**src/rtl/wdog16.sv**
```systemverilog
module wdog16 #(
  parameter int TICK_DIV   = 16384,
  parameter int PD_HALFSEC = 16,
  parameter int SRS_WIN    = 4
) (
  input  logic        clk,
  input  logic        rst_n,
  input  logic        lp_mode,
  input  logic [3:0]  addr,
  input  logic        wr_en,
  input  logic [15:0] wdata,
  output logic [15:0] rdata,
  output logic        int_rst_req,
  output logic        ext_rst_n,
  output logic        irq_n
);

  localparam int PW     = (TICK_DIV > 1) ? $clog2(TICK_DIV) : 1;
  localparam int PD_CYC = PD_HALFSEC * TICK_DIV;
  localparam int DW     = $clog2(PD_CYC + 1);
  localparam int SW     = $clog2(SRS_WIN + 1);
  localparam logic [PW-1:0] PRE_LAST = PW'(TICK_DIV - 1);
  localparam logic [3:0] A_CTRL = 4'h0, A_SVC = 4'h2, A_STAT = 4'h4, A_ICR = 4'h6, A_MISC = 4'h8;

  logic [7:0]    tout, wict;
  logic          ext_bit, sel, en, susp, swr, armed, expired;
  logic          wie, sts, pd_en, pd_pulse, rs_tout, rs_sw;
  logic [8:0]    cnt;
  logic [PW-1:0] pre;
  logic [DW-1:0] pd_cnt;
  logic [SW-1:0] srs_t;

  wire wr_ctrl = wr_en && addr == A_CTRL;
  wire wr_svc  = wr_en && addr == A_SVC;
  wire wr_icr  = wr_en && addr == A_ICR;
  wire wr_misc = wr_en && addr == A_MISC;

  wire run     = en && !expired && !(susp && lp_mode);
  wire tick    = run && pre == PRE_LAST;
  wire start   = wr_ctrl && wdata[2] && !en;
  wire svc_ok  = wr_svc && wdata == 16'hAAAA && armed && en && !expired;
  wire [7:0] tout_nx = wr_ctrl ? wdata[15:8] : tout;
  wire srs_hit = wr_ctrl && !wdata[4];
  wire fire    = tick && cnt == 9'd1;

  always_ff @(posedge clk or negedge rst_n) begin
    if (!rst_n) begin
      tout <= '0; ext_bit <= 1'b1; sel <= 1'b0; en <= 1'b0; susp <= 1'b0;
    end else if (wr_ctrl) begin
      tout    <= wdata[15:8];
      ext_bit <= wdata[5];
      sel     <= wdata[3];
      en      <= en | wdata[2];
      susp    <= susp | wdata[0];
    end
  end

  always_ff @(posedge clk or negedge rst_n) begin
    if (!rst_n) begin
      cnt <= '0; pre <= '0; expired <= 1'b0;
    end else begin
      if (start || svc_ok) begin
        cnt <= {1'b0, tout_nx} + 9'd1;
        pre <= '0;
      end else if (tick) begin
        cnt <= cnt - 9'd1;
        pre <= '0;
      end else if (run) begin
        pre <= pre + 1'b1;
      end
      if (fire) expired <= 1'b1;
    end
  end

  always_ff @(posedge clk or negedge rst_n) begin
    if (!rst_n) armed <= 1'b0;
    else if (wr_svc) armed <= (wdata == 16'h5555);
  end

  always_ff @(posedge clk or negedge rst_n) begin
    if (!rst_n) begin
      swr <= 1'b0; srs_t <= '0;
    end else if (srs_hit && srs_t != '0) begin
      swr <= 1'b1; srs_t <= '0;
    end else if (srs_hit) begin
      srs_t <= SW'(SRS_WIN);
    end else if (srs_t != '0) begin
      srs_t <= srs_t - 1'b1;
    end
  end

  always_ff @(posedge clk or negedge rst_n) begin
    if (!rst_n) begin
      wie <= 1'b0; wict <= '0; sts <= 1'b0;
    end else begin
      if (wr_icr) begin
        wie  <= wdata[15];
        wict <= wdata[7:0];
      end
      if (tick && (cnt - 9'd1) == {1'b0, wict}) sts <= 1'b1;
      else if (wr_icr && wdata[14]) sts <= 1'b0;
    end
  end

  always_ff @(posedge clk or negedge rst_n) begin
    if (!rst_n) begin
      rs_tout <= 1'b0; rs_sw <= 1'b0;
    end else begin
      if (fire) rs_tout <= 1'b1;
      if (srs_hit && srs_t != '0) rs_sw <= 1'b1;
    end
  end

  always_ff @(posedge clk or negedge rst_n) begin
    if (!rst_n) begin
      pd_en <= 1'b1; pd_cnt <= DW'(PD_CYC); pd_pulse <= 1'b0;
    end else begin
      pd_pulse <= 1'b0;
      if (pd_en) begin
        if (wr_misc && !wdata[0]) begin
          pd_en <= 1'b0;
        end else if (pd_cnt == DW'(1)) begin
          pd_pulse <= 1'b1;
          pd_en    <= 1'b0;
        end else begin
          pd_cnt <= pd_cnt - 1'b1;
        end
      end
    end
  end

  always_comb begin
    case (addr)
      A_CTRL:  rdata = {tout, 2'b00, ext_bit, ~swr, sel, en, 1'b0, susp};
      A_STAT:  rdata = {14'd0, rs_tout, rs_sw};
      A_ICR:   rdata = {wie, sts, 6'd0, wict};
      A_MISC:  rdata = {15'd0, pd_en};
      default: rdata = 16'd0;
    endcase
  end

  assign int_rst_req = (expired && !sel) || swr;
  assign ext_rst_n   = ext_bit && !(expired && sel);
  assign irq_n       = !((wie && sts) || pd_pulse);

endmodule

```
**config.mk**
```make
export PLATFORM = sky130hd
export DESIGN_NAME = wdog16
export DESIGN_NICKNAME = d
export VERILOG_FILES = /design/src/rtl/wdog16.sv
export SDC_FILE = /design/constraint.sdc
export NUM_CORES = 1
export LEC_CHECK = 0
export BUFFER_PORTS_ARGS = -buffer_cell sky130_fd_sc_hd__buf_4
export CAP_MARGIN = 10
export CORE_MARGIN = 4
export CORE_UTILIZATION = 60
export DETAILED_ROUTE_END_ITERATION = 7
export PLACE_DENSITY = 0.81
export SLEW_MARGIN = 10
export SYNTH_ARGS = -nofsm -noshare
export SYNTH_HDL_FRONTEND = slang
export SYNTH_SLANG_ARGS = --single-unit
```
**constraint.sdc**
```tcl
create_clock -name clk -period 3.85 [get_ports clk]
set_clock_uncertainty 0.15 [all_clocks]
set_input_delay 0.1925 -clock clk [delete_from_list [all_inputs] [get_ports clk]]
set_output_delay 0.1925 -clock clk [all_outputs]
set_load 0.05 [all_outputs]
```
Word level (Yosys, flattened, before mapping)
Cells that the tools add are included.

cells by class
  reductions and logical operators = 42
  bitwise operators = 5
  mux-type cells = 18
  add/subtract/negate cells = 5
  equality and inequality tests = 10

operator list
  operator                                            number
  one-hot mux 16 bit (4 select lines)                 1
  two-way mux 14 bit                                  3
  logical AND 1 bit                                   24
  == test 19 x 1 -> 1 bit, second input constant      1
  subtractor 19 x 1 -> 19 bit, second input constant  1
  two-way mux 9 bit                                   2
  == test 16 x 15 -> 1 bit, second input constant     1
  == test 16 bit, second input constant               1
  adder 14 x 1 -> 14 bit, second input constant       1
  == test 14 bit, second input constant               1
  adder 8 x 1 -> 9 bit, second input constant         1
  == test 9 x 1 -> 1 bit, second input constant       1
  == test 9 x 8 -> 1 bit                              1
  two-way mux 3 bit                                   3
  nonzero test 3 bit                                  3
  subtractor 9 x 1 -> 9 bit, second input constant    1
  == test 4 x 3 -> 1 bit, second input constant       2
  logical NOT 1 bit                                   8
  two-way mux 1 bit                                   8
  two-way mux 8 bit                                   1
  == test 4 x 2 -> 1 bit, second input constant       1
  == test 4 bit, second input constant                1
  logical NOT 4 bit                                   1
  nonzero test 2 bit                                  2
  other kinds (5)                                     10

storage, ports and cells
  register bits = 72
  output and inout bits = 19
  logic and storage cells = 97

Logic depth before layout (Yosys ltp)
Gate-level depths: netlist of run 1.

  depth in word-level cells = 8
  gate-level depth with buffers = 11

Worst setup path before layout of run 1
Ideal clock, no wire load.

  path type = input port to flip-flop
  start point = input port addr[2]
  end point = register cnt[8]
  cell stages on the path = 10
  arrival time = 2290 ps
  required time = 3623 ps
  slack = 1333 ps
  path through = buf_6 or4b_1 buf_2 nor2_8 buf_2 mux2_2 ha_1 o21ai_0 or4_1 o21ai_1

RTL lines
  item                  RTL line  text
  from (decl)           9         input logic [3:0] addr,
  logical NOT 4 bit     33        wire wr_ctrl = wr_en && addr == A_CTRL;
  logical AND 1 bit     33
  two-way mux 8 bit     n/a
  named net tout_nx[0]  42        wire [7:0] tout_nx = wr_ctrl ? wdata[15:8] : tout;
  adder 8 x 1 -> 9 bit  63        cnt <= {1'b0, tout_nx} + 9'd1;
  two-way mux 9 bit     62        if (start || svc_ok) begin
  to (signal assigned)  63
  to (signal assigned)  66        cnt <= cnt - 9'd1;
  to (decl)             28        logic [8:0] cnt;

The timed path passes the listed nets, and every way through them passes these cells.
A chain may end at the register's enable or synchronous reset.

Final worst setup path of run 1
  start point = register cnt[0]
  end point = register sts

on the way
  longest elaborated chain between the ends = 4

RTL lines
  item                                                            RTL line  text
  subtractor 9 x 1 -> 9 bit (*)                                   100       if (tick && (cnt - 9'd1) == {1'b0, wict}) sts <= 1'b1;
  == test 9 x 8 -> 1 bit (*)                                      100
  logical AND 1 bit (*)                                           100
  two-way mux 1 bit / nonzero test 2 bit (equally long branches)  n/a
  to (signal assigned)                                            94        wie <= 1'b0; wict <= '0; sts <= 1'b0;
  to (signal assigned)                                            100
  to (signal assigned)                                            101       else if (wr_icr && wdata[14]) sts <= 1'b0;
  to (decl)                                                       27        logic wie, sts, pd_en, pd_pulse, rs_tout, rs_sw;

Mark *: on every way between the ends. The rest lies on a longest branch, timed or not.

==> flow_summary.json, run 1 <==
{
  "status": "finished clean",
  "power_density_nw_per_um2": 445,
  "wl_per_cell_um": 18.4,
  "grt-ovfl-total": 0,
  "clkTransAtPathRegs_ns": 0.08,
  "ios": 43,
  "coreArea_sq_um": 6490,
  "drive_gt1_share_pct": 19.5,
  "antenna_found_initial": 0,
  "min_path_cells": 2,
  "min-delay-start": "wdata[13]",
  "die_h_um": 90.6,
  "cap_violations": 0,
  "end_kind": "flop",
  "power.leakage_nw": 2.20,
  "crit_buf_inv": 1,
  "final_cells": 554,
  "hold_viol_final": 0,
  "hold-worst-slack_ns": 0.0214,
  "ir_drop_mv": 0.289,
  "area_growth_pct": 17.2,
  "critical_path_required_ns": 4.00,
  "grt_first_pass_wirelength_um": 17000,
  "start_util_pct": 63.1,
  "synth-main-ff-cell": "dfrtp_1",
  "synth_edf_count": 0,
  "netlist_area_sq_um": 4100,
  "dieArea_sq_um": 8210,
  "cp_slowest_cell": "or3b_2",
  "yosysSeqAreaShare_pct": 44.1,
  "num_vias": 3366,
  "viasPerCell": 6.08,
  "die_x_um": 90.6,
  "critical_path.cell_chain": "inv_1 -> ha_1 -> or3b_2 -> and2_1 -> o21ba_2 -> a2111oi_0 -> a31o_2",
  "rsz0062_at_grt": "false",
  "cts.repair.resized": 0,
  "yosysUniqueCellTypes": 56,
  "reg2regPathDepth": 7,
  "setup_violations": 0,
  "synth_top_area_share_pct": 42.2,
  "drt_iter0_markers": 247,
  "yosys.area.top_type": "dfrtp_1",
  "track_usage_pct": 25.9,
  "r2r-end": "sts",
  "dp_cells": 528,
  "grt_start_max_net_pins": 73,
  "slew_headroom_pct": 40.5,
  "fin_nets": 504,
  "tritoncts": "built",
  "synth_area_leaders": "dfrtp_1, xnor2_1, mux2_2",
  "period_needed_ns": 2.58,
  "ys_seq_elements": 72,
  "synth_warnings": 0,
  "whs_endpoint": "tout[5]",
  "worst_pin_slew_ns": 0.892,
  "syn_area_per_cell_sq_um": 9.82,
  "cp.depth": 7,
  "numPortBuffers": 42,
  "hp-class": "in2reg",
  "synth-async-reset-ratio_pct": 100,
  "r2r_setup_slack_ns": 1.27,
  "max_freq_mhz": 388,
  "drc": 0,
  "ant_nets": 0,
  "cts_sinks": 72,
  "clock_tree.root_cell": "clkbuf_8",
  "syn_nets": 449,
  "htreeDepth": 3,
  "clk_latency_ns": 0.35,
  "grt_pass1_vias": 3350,
  "routed_wl_um": 10200,
  "hpwl_um": 7150,
  "cp.arrival_ns": 2.73,
  "rows": 29,
  "fin_crit_sh_pct": 67.0,
  "crit_fanout": 5,
  "numCtsBuffers": 9,
  "first_pass_iters": 5,
  "fin_setup_tns_ns": 0,
  "antenna_cells": 0,
  "max_stage_delay_ns": 0.51,
  "netlist_instances": 417,
  "cp_top_family": "compound AO/OA/AOI/OAI gates",
  "r2r_start": "cnt[0]",
  "cts_buffer_depth": 2,
  "slew_viol_final": 0,
  "start_kind": "flop",
  "gp_congestion": 0.952,
  "fin_util_pct": 73.9,
  "critPathKind": "reg2reg"
}
[final cells by class]
cell class	instances	area, sq um
Multi-Input combinational cell	314	2160
Tap cell	77	96.3
Sequential cell	72	1810
Clock buffer	11	141
Inverter	20	75.1
Clock inverter	5	80.1
Timing Repair Buffer	55	438
Fill cell	450	1700
[synth_stat cells (11+ instances only)]
cell type  instances
and2_1            11
dfrtp_1           69
inv_1             19
mux2_2            19
mux2i_1           11
nand2_1           33
nand3_1           21
nor2_1            35
nor3_1            16
o21ai_0           13
xnor2_1           36
xor2_1            16
[cells by family (layout without fill, tap and decap cells)]
kind of cell / count (synthesis) / count (layout) / share of synthesized area (%)
and+or+nand+nor: 176 / 176 / 23.5
DFF: 72 / 72 / 44.1
xor gates and xnor gates: 52 / 52 / 11.1
AOI/OAI and AO/OA: 48 / 48 / 7.82
buffers and inverters: 31 / 91 / 3.12
muxes: 30 / 30 / 7.91
adders and majority gates: 8 / 8 / 2.44
[where the power goes]
| group | total (W) | internal [W] | switching (W) |
|---|---|---|---|
| combinational | 0.000486 | 0.000214 | 0.000272 |
| clock | 0.000672 | 0.000382 | 0.000290 |
| sequential | 0.000979 | 0.000872 | 0.000108 |
[per-layer routing]
layer  part of all wire, %  up-vias  GRT usage, %  wire, um
met5                     0        -             0         0
li1                      -     1584             -         -
met4                   1.9        0          10.1       195
met1                    44     1651          35.1      4460
met3                   6.2       25          5.67       628
met2                    48      106          40.6      4880
[cell usage in the layout (no fill, tap or decap), types with 4 or more instances in the layout]
cell type | Yosys | routed
a21oi_1 | 10 | 10
ha_1 | 8 | 8
xor2_1 | 16 | 16
o21ai_0 | 13 | 13
mux2_2 | 19 | 19
dlygate4sd3_1 | 0 | 10
inv_1 | 19 | 19
nor2_1 | 35 | 35
buf_4 | 0 | 45
clkbuf_8 | 0 | 10
nor4b_1 | 5 | 5
nor4_1 | 9 | 9
nor3_1 | 16 | 16
nand4_1 | 9 | 9
nand3_1 | 21 | 21
nor3b_1 | 4 | 4
mux2i_1 | 11 | 11
and2_1 | 11 | 11
a21o_1 | 4 | 4
or4_1 | 4 | 4
xnor2_1 | 36 | 36
and3_1 | 5 | 5
nand2_1 | 33 | 33
dfrtp_1 | 69 | 69
[state kept, by name, summed over array words and instances, names as in the netlist]
register and count:
srs_t 3, susp 1, sel 1, en 1, ext_bit 1, rs_sw 1
armed 1, tout 8, wict 8, pd_cnt 19, rs_tout 1, pd_en 1
sts 1, pd_pulse 1, cnt 9, pre 14, wie 1
[worst register-to-register path: stages (launching register included)]
cell	delay [ns]
dfrtp_1	0.44
inv_1	0.09
ha_1	0.22
or3b_2	0.51
and2_1	0.20
o21ba_2	0.20
a2111oi_0	0.51
a31o_2	0.22
[worst max path at each step]
stage             from     end  slack, ns
2_1_floorplan  addr[2]  cnt[8]       1.33
3_3_place_gp   addr[0]  cnt[8]       1.23
3_5_place_dp   addr[0]  cnt[8]       1.12
4_1_cts         cnt[0]     sts       1.31
5_1_grt        rs_tout     sts       1.17
6_report        cnt[0]     sts       1.27
[stage by stage]
step	worst slack, ns	total power, W	area, sq um
floorplan	1.33	0.00129	4100
global placement	1.23	0.00143	4480
detailed placement	1.12	0.00146	4480
CTS	1.31	0.00214	4800
global route	1.17	0.00226	4800
finish	1.27	0.00214	4800
[what timing repair did]
| item | in CTS | in global routing |
|---|---|---|
| buffers inserted | 0 | 0 |
| setup endpoints to repair | 0 | 0 |
| hold buffers | 10 | 0 |
| endpoints found under the hold margin | 82 | 0 |
(Power assumes the default switching activity.)
==> run 2: changes to the inputs <==
ABC_AREA = 1   (was unset)
CORE_UTILIZATION = 54   (was 60)
PLACE_DENSITY = 0.77   (was 0.81)
clock period = 2.1 ns   (was 3.85 ns; I/O delays follow)
==> flow_summary.json, run 2 <==
{
  "cp_slowest_cell": "dlygate4sd3_1",
  "worst_pin_slew_ns": 0.494,
  "start_kind": "input pin",
  "antenna_cells": 0,
  "muxShareOfSynthArea_pct": 0,
  "coreArea_sq_um": 8180,
  "synth_compound_area_share_pct": 8.46,
  "ant_nets": 0,
  "largest_reg_flops": 19,
  "yosysMostFrequentCell": "nand2_1",
  "synth_top_cells_by_count": "nand2_1, nor2_1, inv_1",
  "critical_path.cell_chain": "dlygate4sd3_1 -> buf_4 -> nor4_1 -> dlygate4sd3_1 -> nand2_1 -> o41ai_1",
  "max_stage_delay_ns": 0.61,
  "netlist_instances": 626,
  "critPathKind": "in2reg",
  "multi_input_area_sq_um": 2370,
  "clkTransAtPathRegs_ns": 0.08,
  "netlist_area_sq_um": 4510,
  "slew_viol_final": 0,
  "start_util_pct": 55.2,
  "setup_violations": 0,
  "synth-main-ff-cell": "dfrtp_1",
  "slew_headroom_pct": 67.0,
  "num_vias": 4465,
  "power_density_nw_per_um2": 612,
  "fin_ws_ns": 0.108,
  "cap_violations": 0,
  "drive_gt1_share_pct": 14.4,
  "synth_top_area_share_pct": 38.3,
  "nFillCells": 685,
  "min_path_cells": 4,
  "final_area_sq_um": 5400,
  "first_pass_iters": 5,
  "place_ws_ns": 0.0778,
  "post_dp_cell_area_sq_um": 4950,
  "grt_start_max_net_pins": 38,
  "yosysUniqueCellTypes": 40,
  "r2r-end": "sts",
  "ir_drop_mv": 0.516,
  "crit_fanout": 3,
  "synth_edf_count": 0,
  "ios": 43,
  "dp_cells": 770,
  "power.leakage_nw": 2.68,
  "syn_nets": 658,
  "grt-ovfl-total": 0,
  "yosys.area.top_type": "dfrtp_1",
  "period_needed_ns": 1.99,
  "routed_wl_um": 12000,
  "grt_first_pass_wirelength_um": 20200,
  "cp.arrival_ns": 2.06,
  "layout_common_cells": "nand2_1, nor2_1, inv_1, dfrtp_1, buf_4",
  "htreeDepth": 3,
  "die_h_um": 99.4,
  "synth_top_family_by_area": "simple AND/OR/NAND/NOR gates",
  "final_cells": 807,
  "fin_util_pct": 66.0,
  "area_growth_pct": 19.7,
  "ys_seq_elements": 72,
  "clock_tree.root_cell": "clkbuf_8",
  "yosys.area_share.simple_pct": 35.3,
  "cts_sinks": 72,
  "whs_endpoint": "pre[6]",
  "hp-class": "in2reg",
  "max_freq_mhz": 502,
  "wl_per_cell_um": 14.8,
  "r2r_setup_slack_ns": 0.13,
  "antenna_found_initial": 0,
  "end_kind": "flop",
  "fin_setup_tns_ns": 0,
  "crit_buf_inv": 3,
  "rsz0062_at_grt": "false",
  "synth-async-reset-ratio_pct": 100,
  "grt_pass1_vias": 4342,
  "synth_warnings": 0,
  "tritoncts": "built",
  "dieArea_sq_um": 9880,
  "hpwl_um": 8840,
  "critical_path_required_ns": 2.17,
  "final_common_cell": "nand2_1",
  "synthAdderAreaFrac_pct": 2.22,
  "rows": 33,
  "r2r_start": "cnt[0]",
  "regMostFlops": "pd_cnt",
  "reg2regPathDepth": 10,
  "fin_crit_sh_pct": 94.8,
  "die_x_um": 99.4,
  "numCtsBuffers": 9,
  "gp_congestion": 0.914,
  "drt_iter0_markers": 324,
  "synth_area_leaders": "dfrtp_1, nand2_1, nor2_1",
  "viasPerCell": 5.53,
  "cp_top_family": "buffers and inverters",
  "drc": 0,
  "synth-xor-area-share_pct": 5.63,
  "fin_nets": 729,
  "hold_viol_final": 0,
  "seq_area_sq_um": 1810,
  "status": "finished clean",
  "clk_latency_ns": 0.36,
  "yosysSeqAreaShare_pct": 40.0,
  "syn_area_per_cell_sq_um": 7.20,
  "reg.largest.list": "pd_cnt (19), pre (14), cnt (9)",
  "numPortBuffers": 42,
  "cp_common_cell": "dlygate4sd3_1",
  "min-delay-start": "lp_mode",
  "cts_buffer_depth": 2,
  "track_usage_pct": 25.4
}
==> run 2: cell count changes after synthesis, moves of 6 or more <==
cell,change
o21ai_0,+25
nor2_1,+42
mux2_2,-19
nand4_1,+17
inv_1,+52
mux2i_1,-11
xor2_1,+6
xnor2_1,-29
nand3_1,+15
nand2_1,+159
nor2_2,+8
nor3_1,-10
and2_1,-11
==> run 2: worst max path at each step <==
stage	startpoint	end	slack (ns)	cells after the start
floorplan	addr[1]	rdata[3]	0.19	6
global placement	cnt[0]	sts	0.15	10
detailed placement	cnt[0]	sts	0.08	10
CTS	cnt[0]	sts	0.04	10
global route	wdata[2]	cnt[3]	0.009	14
finish	wdata[15]	armed	0.11	6
==> run 2: layout make-up <==
cell class,count,share of cell area (%)
clock inverters,3,0.742
repair buffers,72,11.1
multi-input cells,466,43.9
flip-flops and latches,72,33.5
well taps,105,2.43
clock buffers,13,2.94
inverters,76,5.33
==> run 2: metal layers <==
metal / wire, um / GRT usage [%] / vias up / share of wire, %
met5: 0 / 0 / - / 0
met3: 825 / 4.98 / 25 / 6.9
met4: 231 / 9.24 / 0 / 1.9
met2: 5640 / 39.8 / 174 / 47
met1: 5260 / 35.3 / 2111 / 44
li1: - / - / 2155 / -
==> run 2: power breakdown <==
part | internal [W] | total (W) | switching, W
Sequential | 0.00150 | 0.00157 | 0.0000707
Clock | 0.000611 | 0.00114 | 0.000525
Combinational | 0.000223 | 0.000599 | 0.000376
==> run 2: kinds of logic (layout without fill, tap and decap cells) <==
group | count (synthesis) | after routing
xor gates and xnor gates | 29 | 29
DFF | 72 | 72
buffers and inverters | 88 | 164
AOI/OAI and AO/OA | 66 | 66
adders and majority gates | 8 | 8
and+or+nand+nor | 363 | 363
==> run 2: stage by stage <==
step,power [W],hold slack (ns)
CTS,0.00331,0.0141
global route,0.00348,0.0244
global placement,0.00213,-0.0503
finish,0.00330,0.0258
detailed placement,0.00216,-0.0459
floorplan,0.00195,-0.341
==> run 2: what timing repair did <==
action	4_1_cts	5_1_grt
setup buffers	0	2
setup endpoints to repair	0	19
hold endpoints to repair	93	0
hold buffers	19	0
resized for setup	0	10
==> run 2: worst reg2reg max path, stage by stage (launching register included) <==
cell	delay [ns]
dfrtp_2	0.46
inv_1	0.13
ha_2	0.24
nand3_1	0.14
o21ai_1	0.20
nand2_1	0.11
nand2_1	0.08
nand3_1	0.11
nor2_1	0.14
nand2_1	0.08
nand2_1	0.06
==> run 3: changes to the inputs <==
ABC_AREA = 0   (was 1)
CAP_MARGIN = unset   (was 10)
CORE_UTILIZATION = 53   (was 54)
PLACE_DENSITY = 0.76   (was 0.77)
==> flow_summary.json, run 3 (synthesis gave the netlist of run 1 again) <==
{
  "fin_util_pct": 72.8,
  "place_ws_ns": -0.139,
  "drive_gt1_share_pct": 29.7,
  "worst_pin_slew_ns": 0.609,
  "rsz0062_at_grt": "true",
  "drt_iter0_markers": 217,
  "slew_headroom_pct": 58.9,
  "die_h_um": 95.9,
  "viasPerCell": 5.62,
  "start_util_pct": 55.6,
  "power.leakage_nw": 2.47,
  "dr_wl_met2_um": 5150,
  "min_path_cells": 4,
  "hpwl_um": 7560,
  "crit_fanout": 4,
  "critPathKind": "reg2reg",
  "first_pass_iters": 4,
  "clk_latency_ns": 0.34,
  "min-delay-start": "wdata[14]",
  "fin_nets": 553,
  "track_usage_pct": 24.7,
  "regMostFlops": "pd_cnt",
  "cts_buffer_depth": 2,
  "r2r-end": "pd_cnt[3]",
  "status": "finished with violations",
  "num_vias": 3513,
  "grt-ovfl-total": 0,
  "drc": 0,
  "critical_path_required_ns": 2.18,
  "rows": 31,
  "hold_viol_final": 0,
  "r2r_start": "pd_cnt[17]",
  "area_growth_pct": 30.9,
  "met3WireLength_um": 366,
  "whs_endpoint": "tout[6]",
  "period_needed_ns": 2.12,
  "grt_first_pass_wirelength_um": 17300,
  "tritoncts": "built",
  "routed_wl_um": 10400,
  "dp_cells": 590,
  "die_x_um": 95.9,
  "r2r_setup_slack_ns": -0.02,
  "gp_congestion": 0.899,
  "hp-class": "in2reg",
  "numPortBuffers": 42,
  "cts_sinks": 72,
  "start_kind": "flop",
  "dieArea_sq_um": 9200,
  "cp.arrival_ns": 2.20,
  "slew_viol_final": 0,
  "numCtsBuffers": 9,
  "hold-worst-slack_ns": 0.0450,
  "nFillCells": 543,
  "final_cells": 625,
  "grt_start_max_net_pins": 38,
  "cap_violations": 0,
  "grt_pass1_vias": 3574,
  "violations": "negative setup slack",
  "clock_tree.root_cell": "clkbuf_8",
  "largest_reg_flops": 19,
  "wl_per_cell_um": 16.7,
  "layout_common_cells": "buf_4, dfrtp_1, xnor2_1, nor2_1, nand2_1",
  "setup_violations": 5,
  "antenna_found_initial": 0,
  "fin_ws_ns": -0.0203,
  "ios": 43,
  "end_kind": "flop",
  "reg.largest.list": "pd_cnt (19), pre (14), cnt (9)",
  "coreArea_sq_um": 7370,
  "final_common_cell": "buf_4",
  "ir_drop_mv": 0.472,
  "htreeDepth": 3,
  "antenna_cells": 0,
  "power_density_nw_per_um2": 732,
  "ant_nets": 0,
  "clkTransAtPathRegs_ns": 0.08,
  "reg2regPathDepth": 6,
  "top_layer_used": "met4",
  "met1_length_um": 4720,
  "fin_crit_sh_pct": 101,
  "max_freq_mhz": 472
}
-- run 3: changes by cell type in the layout (fill, tap and decap cells not counted), moves of 17 or more --
| cell | before | now |
|---|---|---|
| nand2_1 | 192 | 32 |
| mux2_2 | 0 | 17 |
| buf_4 | 52 | 85 |
| o21ai_0 | 36 | 7 |
| nand4_1 | 26 | 9 |
| xnor2_1 | 7 | 36 |
| nor2_1 | 77 | 34 |
| inv_1 | 71 | 18 |
-- run 3: worst max path at each step --
stage	from	to	slack, ns	cells past startpoint
after floorplan	addr[2]	cnt[4]	-0.15	11
after global placement	addr[0]	cnt[8]	-0.11	7
after detailed placement	addr[0]	cnt[5]	-0.14	7
after CTS	pd_cnt[17]	pd_cnt[8]	-0.02	6
after global routing	pd_cnt[17]	pd_cnt[7]	-0.09	6
final	pd_cnt[17]	pd_cnt[3]	-0.02	6
-- run 3: per-layer routing --
metal	global-route usage, %	vias up
li1	-	1678
met1	32.5	1743
met2	40.6	73
met3	3.99	19
met4	9.83	0
met5	0	-
-- run 3: worst max-delay path, cell delays in order, from the launching register on --
cell,delay (ns)
dfrtp_1,0.40
or4_4,0.54
or3b_4,0.41
o21bai_4,0.17
buf_6,0.15
nor4_2,0.04
xor2_1,0.15
-- run 3: power breakdown --
group / internal (W) / switching (W) / leakage (nW)
clock: 0.000676 / 0.000545 / 0.103
combinational: 0.000431 / 0.000479 / 1.45
sequential: 0.00160 / 0.000196 / 0.923
total: 0.00270 / 0.00122 / 2.47
-- run 3: layout make-up --
| cell class | count | area [sq um] | share of cell area [%] |
|---|---|---|---|
| inverters | 20 | 80.1 | 1.49 |
| well taps | 99 | 124 | 2.31 |
| clock buffers | 10 | 128 | 2.38 |
| multi-input cells | 314 | 2290 | 42.7 |
| repair buffers | 104 | 842 | 15.7 |
| flip-flops and latches | 72 | 1810 | 33.7 |
| clock inverters | 6 | 92.6 | 1.73 |
-- run 3: what timing repair did --
action | 4_1_cts | 5_1_grt
pin swaps | 0 | 6
buffers inserted | 0 | 4
resized for setup | 3 | 22
hold endpoints to repair | 89 | 0
hold buffers | 15 | 0
setup endpoints to repair | 12 | 27
-- run 3: per-stage QoR --
stage / setup TNS [ns] / power, W / instance area (sq um)
after detailed placement: -0.572 / 0.00270 / 4860
after CTS: -0.0633 / 0.00395 / 5240
after global routing: -0.704 / 0.00415 / 5360
after floorplan: -0.438 / 0.00239 / 4150
after global placement: -0.390 / 0.00266 / 4860
final: -0.0591 / 0.00392 / 5360
